**config.mk**
```make
export PLATFORM = sky130hd
export DESIGN_NAME = rel_accum
export DESIGN_NICKNAME = d
export VERILOG_FILES = /design/src/rtl/rel_pkg.sv /design/src/rtl/rel_ustore.sv /design/src/rtl/rel_tmpfile.sv /design/src/rtl/rel_alu.sv /design/src/rtl/rel_accum.sv
export SDC_FILE = /design/constraint.sdc
export NUM_CORES = 1
export LEC_CHECK = 0
export ABC_AREA = 1
export BUFFER_PORTS_ARGS = -buffer_cell sky130_fd_sc_hd__buf_2
export CAP_MARGIN = 10
export CORE_MARGIN = 5
export CORE_UTILIZATION = 53
export CTS_CLUSTER_DIAMETER = 60
export DETAILED_ROUTE_END_ITERATION = 8
export PLACE_DENSITY = 0.83
export SLEW_MARGIN = 15
export SYNTH_ARGS = -nofsm -noshare
export SYNTH_HDL_FRONTEND = slang
export SYNTH_SLANG_ARGS = --single-unit
```
**constraint.sdc**
```tcl
create_clock -name clk_i -period 6.89 [get_ports clk_i]
set_input_delay 0 -clock clk_i [delete_from_list [all_inputs] [get_ports clk_i]]
set_output_delay 0 -clock clk_i [all_outputs]
set_load 0.005 [all_outputs]
```
**src/rtl/rel_pkg.sv**
```systemverilog
package rel_pkg;
    typedef enum logic [2:0] {
        OP_LOAD  = 3'd0,
        OP_ADD   = 3'd1,
        OP_MUL   = 3'd2,
        OP_SHR   = 3'd3,
        OP_STORE = 3'd4,
        OP_END   = 3'd5,
        OP_NOP6  = 3'd6,
        OP_NOP7  = 3'd7
    } op_e;
endpackage

```
**src/rtl/rel_ustore.sv**
```systemverilog
module rel_ustore #(
    parameter int DEPTH = 16,
    parameter int UW    = 10,
    parameter int AW    = $clog2(DEPTH)
) (
    input  logic          clk_i,
    input  logic          rst_ni,
    input  logic          we_i,
    input  logic [AW-1:0] waddr_i,
    input  logic [UW-1:0] wdata_i,
    input  logic [AW-1:0] raddr_i,
    output logic [UW-1:0] rdata_o
);
    localparam logic [UW-1:0] RST_WORD = UW'(rel_pkg::OP_END);

    logic [UW-1:0] mem_q [DEPTH];

    always_ff @(posedge clk_i or negedge rst_ni) begin
        if (!rst_ni) begin
            for (int i = 0; i < DEPTH; i++) mem_q[i] <= RST_WORD;
        end else if (we_i) begin
            mem_q[waddr_i] <= wdata_i;
        end
    end

    assign rdata_o = mem_q[raddr_i];
endmodule

```
**src/rtl/rel_tmpfile.sv**
```systemverilog
module rel_tmpfile #(
    parameter int NUM_TMP = 2,
    parameter int DW      = 12,
    parameter int IDXW    = 2
) (
    input  logic            clk_i,
    input  logic            rst_ni,
    input  logic            we_i,
    input  logic [IDXW-1:0] widx_i,
    input  logic [DW-1:0]   wdata_i,
    input  logic [IDXW-1:0] ridx_i,
    output logic [DW-1:0]   rdata_o
);
    logic [DW-1:0] tmp_q [NUM_TMP];

    for (genvar g = 0; g < NUM_TMP; g++) begin : g_tmp
        always_ff @(posedge clk_i or negedge rst_ni) begin
            if (!rst_ni) begin
                tmp_q[g] <= '0;
            end else if (we_i && (widx_i == IDXW'(g))) begin
                tmp_q[g] <= wdata_i;
            end
        end
    end

    always_comb begin
        rdata_o = '0;
        for (int i = 0; i < NUM_TMP; i++) begin
            if (ridx_i == IDXW'(i)) rdata_o = tmp_q[i];
        end
    end
endmodule

```
**src/rtl/rel_alu.sv**
```systemverilog
module rel_alu #(
    parameter int DW  = 12,
    parameter int SHW = 4
) (
    input  rel_pkg::op_e     op_i,
    input  logic [DW-1:0]    acc_i,
    input  logic [DW-1:0]    opnd_i,
    input  logic [SHW-1:0]   shamt_i,
    output logic [DW-1:0]    res_o
);
    import rel_pkg::*;

    localparam logic [DW-1:0] FULL = '1;

    logic [DW:0]     sum;
    logic [2*DW-1:0] prod;
    logic [DW-1:0]   shr;

    assign sum  = {1'b0, acc_i} + {1'b0, opnd_i};
    assign prod = {{DW{1'b0}}, acc_i} * {{DW{1'b0}}, opnd_i};
    assign shr  = acc_i >> shamt_i;

    always_comb begin
        unique case (op_i)
            OP_LOAD: res_o = opnd_i;
            OP_ADD:  res_o = sum[DW] ? FULL : sum[DW-1:0];
            OP_MUL:  res_o = (|prod[2*DW-1:DW]) ? FULL : prod[DW-1:0];
            OP_SHR:  res_o = ((acc_i != '0) && (shr == '0)) ? DW'(1) : shr;
            default: res_o = acc_i;
        endcase
    end
endmodule

```
**src/rtl/rel_accum.sv**
```systemverilog
module rel_accum #(
    parameter int NUM_CNT = 4,
    parameter int NUM_TMP = 2,
    parameter int DW      = 12,
    parameter int UDEPTH  = 16,
    parameter int IDXW    = $clog2((NUM_CNT > NUM_TMP) ? NUM_CNT : NUM_TMP),
    parameter int SHW     = $clog2(DW),
    parameter int PCW     = $clog2(UDEPTH),
    parameter int UW      = 4 + IDXW + SHW
) (
    input  logic                  clk_i,
    input  logic                  rst_ni,
    input  logic                  start_i,
    input  logic [NUM_CNT*DW-1:0] cnt_i,
    input  logic                  uc_we_i,
    input  logic [PCW-1:0]        uc_addr_i,
    input  logic [UW-1:0]         uc_wdata_i,
    output logic                  busy_o,
    output logic                  done_o,
    output logic [DW-1:0]         acc_o
);
    import rel_pkg::*;

    localparam int            IDX_LSB = 4;
    localparam int            SH_LSB  = IDX_LSB + IDXW;
    localparam logic [PCW-1:0] PC_LAST = PCW'(UDEPTH - 1);

    typedef struct packed {
        logic           busy;
        logic           done;
        logic [PCW-1:0] pc;
        logic [DW-1:0]  acc;
    } st_t;

    st_t s_d, s_q;

    logic [UW-1:0]   instr;
    op_e             op;
    logic            src_tmp;
    logic [IDXW-1:0] idx;
    logic [SHW-1:0]  shamt;
    logic [DW-1:0]   cnt_sel;
    logic [DW-1:0]   tmp_rd;
    logic [DW-1:0]   opnd;
    logic [DW-1:0]   alu_res;
    logic            tmp_we;

    rel_ustore #(.DEPTH(UDEPTH), .UW(UW), .AW(PCW)) u_store (
        .clk_i   (clk_i),
        .rst_ni  (rst_ni),
        .we_i    (uc_we_i && !s_q.busy),
        .waddr_i (uc_addr_i),
        .wdata_i (uc_wdata_i),
        .raddr_i (s_q.pc),
        .rdata_o (instr)
    );

    assign op      = op_e'(instr[2:0]);
    assign src_tmp = instr[3];
    assign idx     = instr[IDX_LSB +: IDXW];
    assign shamt   = instr[SH_LSB +: SHW];

    always_comb begin
        cnt_sel = '0;
        for (int i = 0; i < NUM_CNT; i++) begin
            if (idx == IDXW'(i)) cnt_sel = cnt_i[i*DW +: DW];
        end
    end

    rel_tmpfile #(.NUM_TMP(NUM_TMP), .DW(DW), .IDXW(IDXW)) u_tmp (
        .clk_i   (clk_i),
        .rst_ni  (rst_ni),
        .we_i    (tmp_we),
        .widx_i  (idx),
        .wdata_i (s_q.acc),
        .ridx_i  (idx),
        .rdata_o (tmp_rd)
    );

    assign opnd = src_tmp ? tmp_rd : cnt_sel;

    rel_alu #(.DW(DW), .SHW(SHW)) u_alu (
        .op_i    (op),
        .acc_i   (s_q.acc),
        .opnd_i  (opnd),
        .shamt_i (shamt),
        .res_o   (alu_res)
    );

    always_comb begin
        s_d      = s_q;
        s_d.done = 1'b0;
        tmp_we   = 1'b0;
        if (!s_q.busy) begin
            if (start_i) begin
                s_d.busy = 1'b1;
                s_d.pc   = '0;
                s_d.acc  = '0;
            end
        end else begin
            s_d.acc = alu_res;
            tmp_we  = (op == OP_STORE);
            if ((op == OP_END) || (s_q.pc == PC_LAST)) begin
                s_d.busy = 1'b0;
                s_d.done = 1'b1;
            end else begin
                s_d.pc = s_q.pc + PCW'(1);
            end
        end
    end

    always_ff @(posedge clk_i or negedge rst_ni) begin
        if (!rst_ni) begin
            s_q <= '0;
        end else begin
            s_q <= s_d;
        end
    end

    assign busy_o = s_q.busy;
    assign done_o = s_q.done;
    assign acc_o  = s_q.acc;
endmodule

```
## Word level (Yosys, flattened, before mapping)

Cells that the tools add are included.

- Order comparisons: 3
- $add $sub $neg: 2
- Shift-type cells: 1
- Reductions and logical operators: 15
- Bitwise operators: 2
- Muxes and demuxes: 25
- Multiply operators: 1
- Equal/unequal tests: 11

Operators with widths:

| kind | number |
|---|---|
| 160-bit bitwise mux | 1 |
| 12-bit 2-to-1 mux | 10 |
| 12-bit case mux with 4 select lines | 1 |
| 10-bit binary-select mux with 4-bit select | 1 |
| 10-bit demux with 4-bit select | 1 |
| 16-bit 2-to-1 mux | 2 |
| 10-bit 2-to-1 mux | 3 |
| 12-bit by 12-bit multiplier with 24-bit output | 1 |
| 12-bit by 12-bit adder with 13-bit output | 1 |
| 12-bit zero test | 1 |
| 12-bit nonzero test | 1 |
| 12-bit OR reduction | 1 |
| 12-bit by 4-bit right shift with 12-bit output | 1 |
| 5-bit greater-or-equal comparator, second input constant | 2 |
| 4-bit inverter with 5-bit output | 2 |
| 3-bit by 2-bit equality test with 1-bit output, second input constant | 2 |
| 3-bit equality test, second input constant | 2 |
| 1-bit logical AND | 5 |
| 5-bit by 1-bit < comparator with 1-bit output, second input constant | 1 |
| 5-bit by 1-bit != test with 1-bit output, second input constant | 1 |
| 4-bit by 1-bit adder with 4-bit output, second input constant | 1 |
| 2-bit equality test, second input constant | 2 |
| 4-bit equality test, second input constant | 1 |
| 1-bit 2-to-1 mux | 4 |
| 11 further kinds | 12 |

- Input port bits: 66
- Word-level logic and storage cells: 82
- Flip-flop bits (word level): 202
- Output and inout port bits: 14

## Depth between registers and ports, before layout

- Depth after elaboration: 15
- Mapped depth: 48
- Depth with buffers taken out: 47

## Modules after synthesis

A second synthesis with hierarchy kept.

- Cell total of the unflattened synthesis: 2485
- Area, all modules: 17087.6 um^2

Modules (own cells, without submodules):

| module | area each (um^2) | cells an instance | sequential area each (um^2) | instances |
|---|---|---|---|---|
| rel_ustore | 7836.3 | 1047 | 4043.9 | 1 |
| rel_alu | 6721.4 | 1066 | 0.0 | 1 |
| rel_accum | 1378.8 | 223 | 450.4 | 1 |
| rel_tmpfile | 1151.1 | 149 | 600.6 | 1 |

## Worst setup path before layout

Ideal clock, no wire load.

- Kind: register -> register
- From: reg s_q[12] (netlist bit)
- To: reg s_q (netlist bit acc_o[11])
- Path buffers: 4
- Library setup time: 0.116 ns
- Cell stages (with the launch flop): 44
- Path slack: 0.102 ns
- Data required time: 6.774 ns
- Arrival time: 6.672 ns
- Period minus slack after synthesis: 6.788 ns
- Path through: dfrtp_1 buf_6 inv_4 buf_6 buf_6 nand2_1 a211oi_1 o21ai_1 nand2_2 clkinv_2 nor2_8 buf_6 nand2_2 nand3_2 nand2_2 inv_2 ha_1 inv_1 [... 8 more ...] fa_1 inv_1 ha_1 nand2_1 nor2_1 inv_1 o21ai_0 nand2_1 nand2_1 nand2_1 a21oi_1 nand2_1 nor2_2 nand2_1 o21ai_0 nand3_1 nand2_1 nand2_1

- Word-level cells in the longest chain between the ends: 15
- Elaborated cells on any way between the ends: 32
- Those cells by class: add/sub: 1; mul: 1; eq/ne: 7; shift: 1; mux: 15; bitwise: 1; reduce/logical: 6

Ends and longest elaborated chain:

| element | line | RTL |
|---|---|---|
| from (decl) | rel_accum.sv:35 | `st_t s_d, s_q;` |
| from (signal assigned) | rel_accum.sv:114 | `s_q <= '0;` |
| from (signal assigned) | rel_accum.sv:116 | `s_q <= s_d;` |
| 4-bit inverter with 5-bit output (not written as such) (*) | rel_ustore.sv:26 | `assign rdata_o = mem_q[raddr_i];` |
| 10-bit binary-select mux with 4-bit select (*) | rel_ustore.sv:26 |  |
| 10-bit 2-to-1 mux (not written as such) (*) (2 in a row) | rel_ustore.sv:26 |  |
| 2-bit zero test | rel_tmpfile.sv:29, rel_accum.sv:66 |  |
| 12-bit 2-to-1 mux (4 in a row) | rel_accum.sv:66 | `if (idx == IDXW'(i)) cnt_sel = cnt_i[i*DW +: DW];` |
| 12-bit 2-to-1 mux | rel_accum.sv:80 | `assign opnd = src_tmp ? tmp_rd : cnt_sel;` |
| 12-bit by 12-bit multiplier with 24-bit output | rel_alu.sv:20 | `assign prod = {{DW{1'b0}}, acc_i} * {{DW{1'b0}}, opnd_i};` |
| 12-bit OR reduction | rel_alu.sv:27 | `OP_MUL: res_o = (\|prod[2*DW-1:DW]) ? FULL : prod[DW-1:0];` |
| 12-bit 2-to-1 mux | rel_alu.sv:27 |  |
| 12-bit case mux with 4 select lines | rel_alu.sv:24 | `unique case (op_i)` |
| 16-bit 2-to-1 mux | rel_accum.sv:94 | `if (!s_q.busy) begin` |

Every way passes the cells marked *; elsewhere a longest branch is shown, timed or not. The select of a mux whose other input is x is not followed.
A chain may end at the register's enable or synchronous reset.

## Worst setup path in the final report

- From: reg s_q[12] (netlist bit)
- To: reg s_q (netlist bit acc_o[2])

The elaborated chain is that of the path after synthesis.

==> metrics <==
diode count 0; Layout area overhead 21.06%; die area roughly 34000 um^2; insertion delay to the later sink of the worst-skew pair between 0.5 and 0.6 ns; headroom to the max-slew limit 28.64%; fmax 139.8 MHz; Final Hold Viols 0; CTS sink count 202; Final min period 7.154 ns; failing checks setup timing; Max-Cap Viols 0; Die Span Y 183.8 um; via count 15850; DP Worst Slack -0.4304 ns; register area share after synthesis 31.81%; crit path capture type register; row count 63; cell count after synthesis 2119; CTS tree yes; post-layout util 65.25%; initial DRC count 1541; first-pass GRT wire length 81130 um; WL/cell between 15 and 20 um; syn_area_per_cell ~7.6 um^2; top_reg_cell synth dfrtp_1; PortBufs 79; clock slew at reported path FFs roughly 0.06 ns; DRT antenna net count 0; root buf cell clkbuf_16; Yosys warnings 0; clk buf depth 3; worst-path maximum fanout 6; Netlist cell types 53; Worst Setup Path Type register to register; post-synth top area cell dfrtp_1; Die Width 183.8 um; Hold Path Depth 3; unrepaired setup endpoints after global routing true; Fillers 2379; drt via density 5.831; final worst slack -0.2642 ns; slew at the pin closest to its max-slew limit 1.070 ns; GPL Wtd Cong 0.9745; initial antenna violation count 0; Residual DRC 0; Fin Clk Skew 0.01884 ns; # IOs 80; final setup vio count 12; grt total ovfl 0; Hold Path Class input port to register; status finished with violations; reg-to-reg critical path startpoint s_q[12]; worst reg2reg endpoint acc_o[2]; Worst path max stage delay 0.61 ns; CP required 7.30 ns; R2R cell count 40; layout cells sized above 1 24.01%; placed insts roughly 2600; DR pass1 iterations 6; syn nets ~2400; all-layer global routing usage between 20% and 30%; hold wc startpoint uc_wdata_i[1]; CTS Buf Count 22; synth top area cells dfrtp_1 27%, nand2_1 14%, fa_1 13%; Worst Setup Start Kind register; setup slack, reg-to-reg -0.26 ns; Crit-path slowest cell fa_2; WHS Endpoint u_store.mem_q[121]; Async SR Flop Fraction 100.0%; Detailed Place HPWL 36360 um; Final Max Tran Viols 0; area of the mapped netlist 16020 um^2; H-tree Lvls 1; post-route insts no fill about 2700; Core ar. 29720 um^2; EDFF count, synth 0; Arr. time, crit path 7.56 ns; largest net degree at the start of global routing 124; hold_ws 0.01868 ns; top cell type's share of synthesized area 26.56%; register bit total from synthesis 202; Routed WL 51460 um; period utilization 103.8%; NumNets Final 2554; initial core utilization 53.90%; vias in the first global route between 15000 and 20000
==> metrics by stage <==
stage          instance area, um^2  setup TNS [ns]
3_5_place_dp                 17520          -4.562
4_1_cts                      18930         -0.5046
2_1_floorplan                16020               0
5_1_grt                      19390          -5.487
6_report                     19390          -2.277
3_3_place_gp                 17520          -4.056
==> cell families after synthesis <==
group	count (synthesis)	synth area share (%)
adders and majority gates	176	18.48
and+or+nand+nor	992	26.27
AOI/OAI and AO/OA	384	12.87
buffers and inverters	346	9.530
xor gates and xnor gates	19	1.039
DFF	202	31.81
==> registers in the layout, indices dropped and copies added (netlist names) <==
| register | count |
|---|---|
| acc_o | 12 |
| busy_o | 1 |
| done_o | 1 |
| s_q | 4 |
| u_store.mem_q | 160 |
| u_tmp.tmp_q | 24 |
==> cells in the mapped netlist (all sizes together), types with 11 or more instances <==
master / number
o21ai: 277
a21oi: 64
inv: 226
nand4: 11
buf: 58
clkbuf: 57
dfstp: 32
ha: 75
nand2: 642
nand3: 149
xor2: 13
fa: 101
nor3: 11
o211ai: 13
nor2: 169
dfrtp: 170
==> cell type report <==
| cell class | instances | area (um^2) | area share (%) |
|---|---|---|---|
| Timing Repair Buffer | 283 | 2148 | 11.08 |
| Clock inverter | 4 | 70.07 | 0.3613 |
| Clock buffer | 36 | 643.1 | 3.317 |
| Timing Repair inverter | 1 | 8.758 | 0.04517 |
| Sequential cell | 202 | 5097 | 26.29 |
| Tap cell | 390 | 488.0 | 2.516 |
| Multi-Input combinational cell | 1571 | 10040 | 51.77 |
| Inverter | 231 | 895.9 | 4.620 |
==> routing by layer <==
layer / track usage [%] / up-vias / part of all wire, %
met3: 6.035 / 192 / 9.8
met4: 12.42 / 0 / 5.0
met1: 38.23 / 7501 / 39
met2: 48.39 / 991 / 47
li1: - / 7166 / -
met5: 0 / - / 0
==> worst max-delay path by stage <==
stage / from / end / slack [ns] / depth (start not counted)
finish: s_q[12] / acc_o[2] / -0.26 / 40
detailed placement: s_q[12] / acc_o[6] / -0.43 / 38
CTS: s_q[12] / acc_o[9] / -0.06 / 39
global route: s_q[12] / acc_o[2] / -0.52 / 41
global placement: s_q[12] / acc_o[11] / -0.39 / 37
floorplan: s_q[12] / acc_o[11] / 0.10 / 43
==> critical path, delay by kind of cell (launching register included) <==
kind | cells | cell delay (ns)
and+or+nand+nor | 19 | 1.92
DFF | 1 | 0.49
buffers and inverters | 11 | 1.06
AOI/OAI and AO/OA | 4 | 0.57
adders and majority gates | 6 | 2.95
==> timing repair <==
item | CTS | global route
endpoints found under the setup margin | 12 | 12
hold buffers | 6 | 0
resized for setup | 116 | 103
cloned | 2 | 1
pin swaps | 41 | 65
endpoints found under the hold margin | 146 | 0
setup buffers | 23 | 12
==> cell usage in the layout (no fill, tap or decap), types with 5 or more instances in the layout <==
cell / instances
a21oi_1: 50
a21oi_2: 12
buf_12: 6
buf_2: 79
buf_4: 164
buf_6: 24
clkbuf_1: 10
clkbuf_16: 22
clkbuf_8: 5
dfrtp_1: 168
dfstp_2: 32
dlygate4sd3_1: 6
fa_1: 95
fa_2: 6
ha_1: 61
ha_4: 14
inv_1: 182
inv_2: 37
nand2_1: 577
nand2_2: 52
nand2_4: 13
nand3_1: 129
nand3_2: 19
nand4_1: 11
nor2_1: 147
nor2_2: 8
nor2_4: 12
nor3_1: 8
o211ai_1: 12
o21ai_0: 225
o21ai_1: 41
o21ai_2: 8
xnor2_1: 6
xor2_1: 13
Power is not shown: default switching activity piles up to over one toggle a cycle in this logic, so the estimate is an artifact.
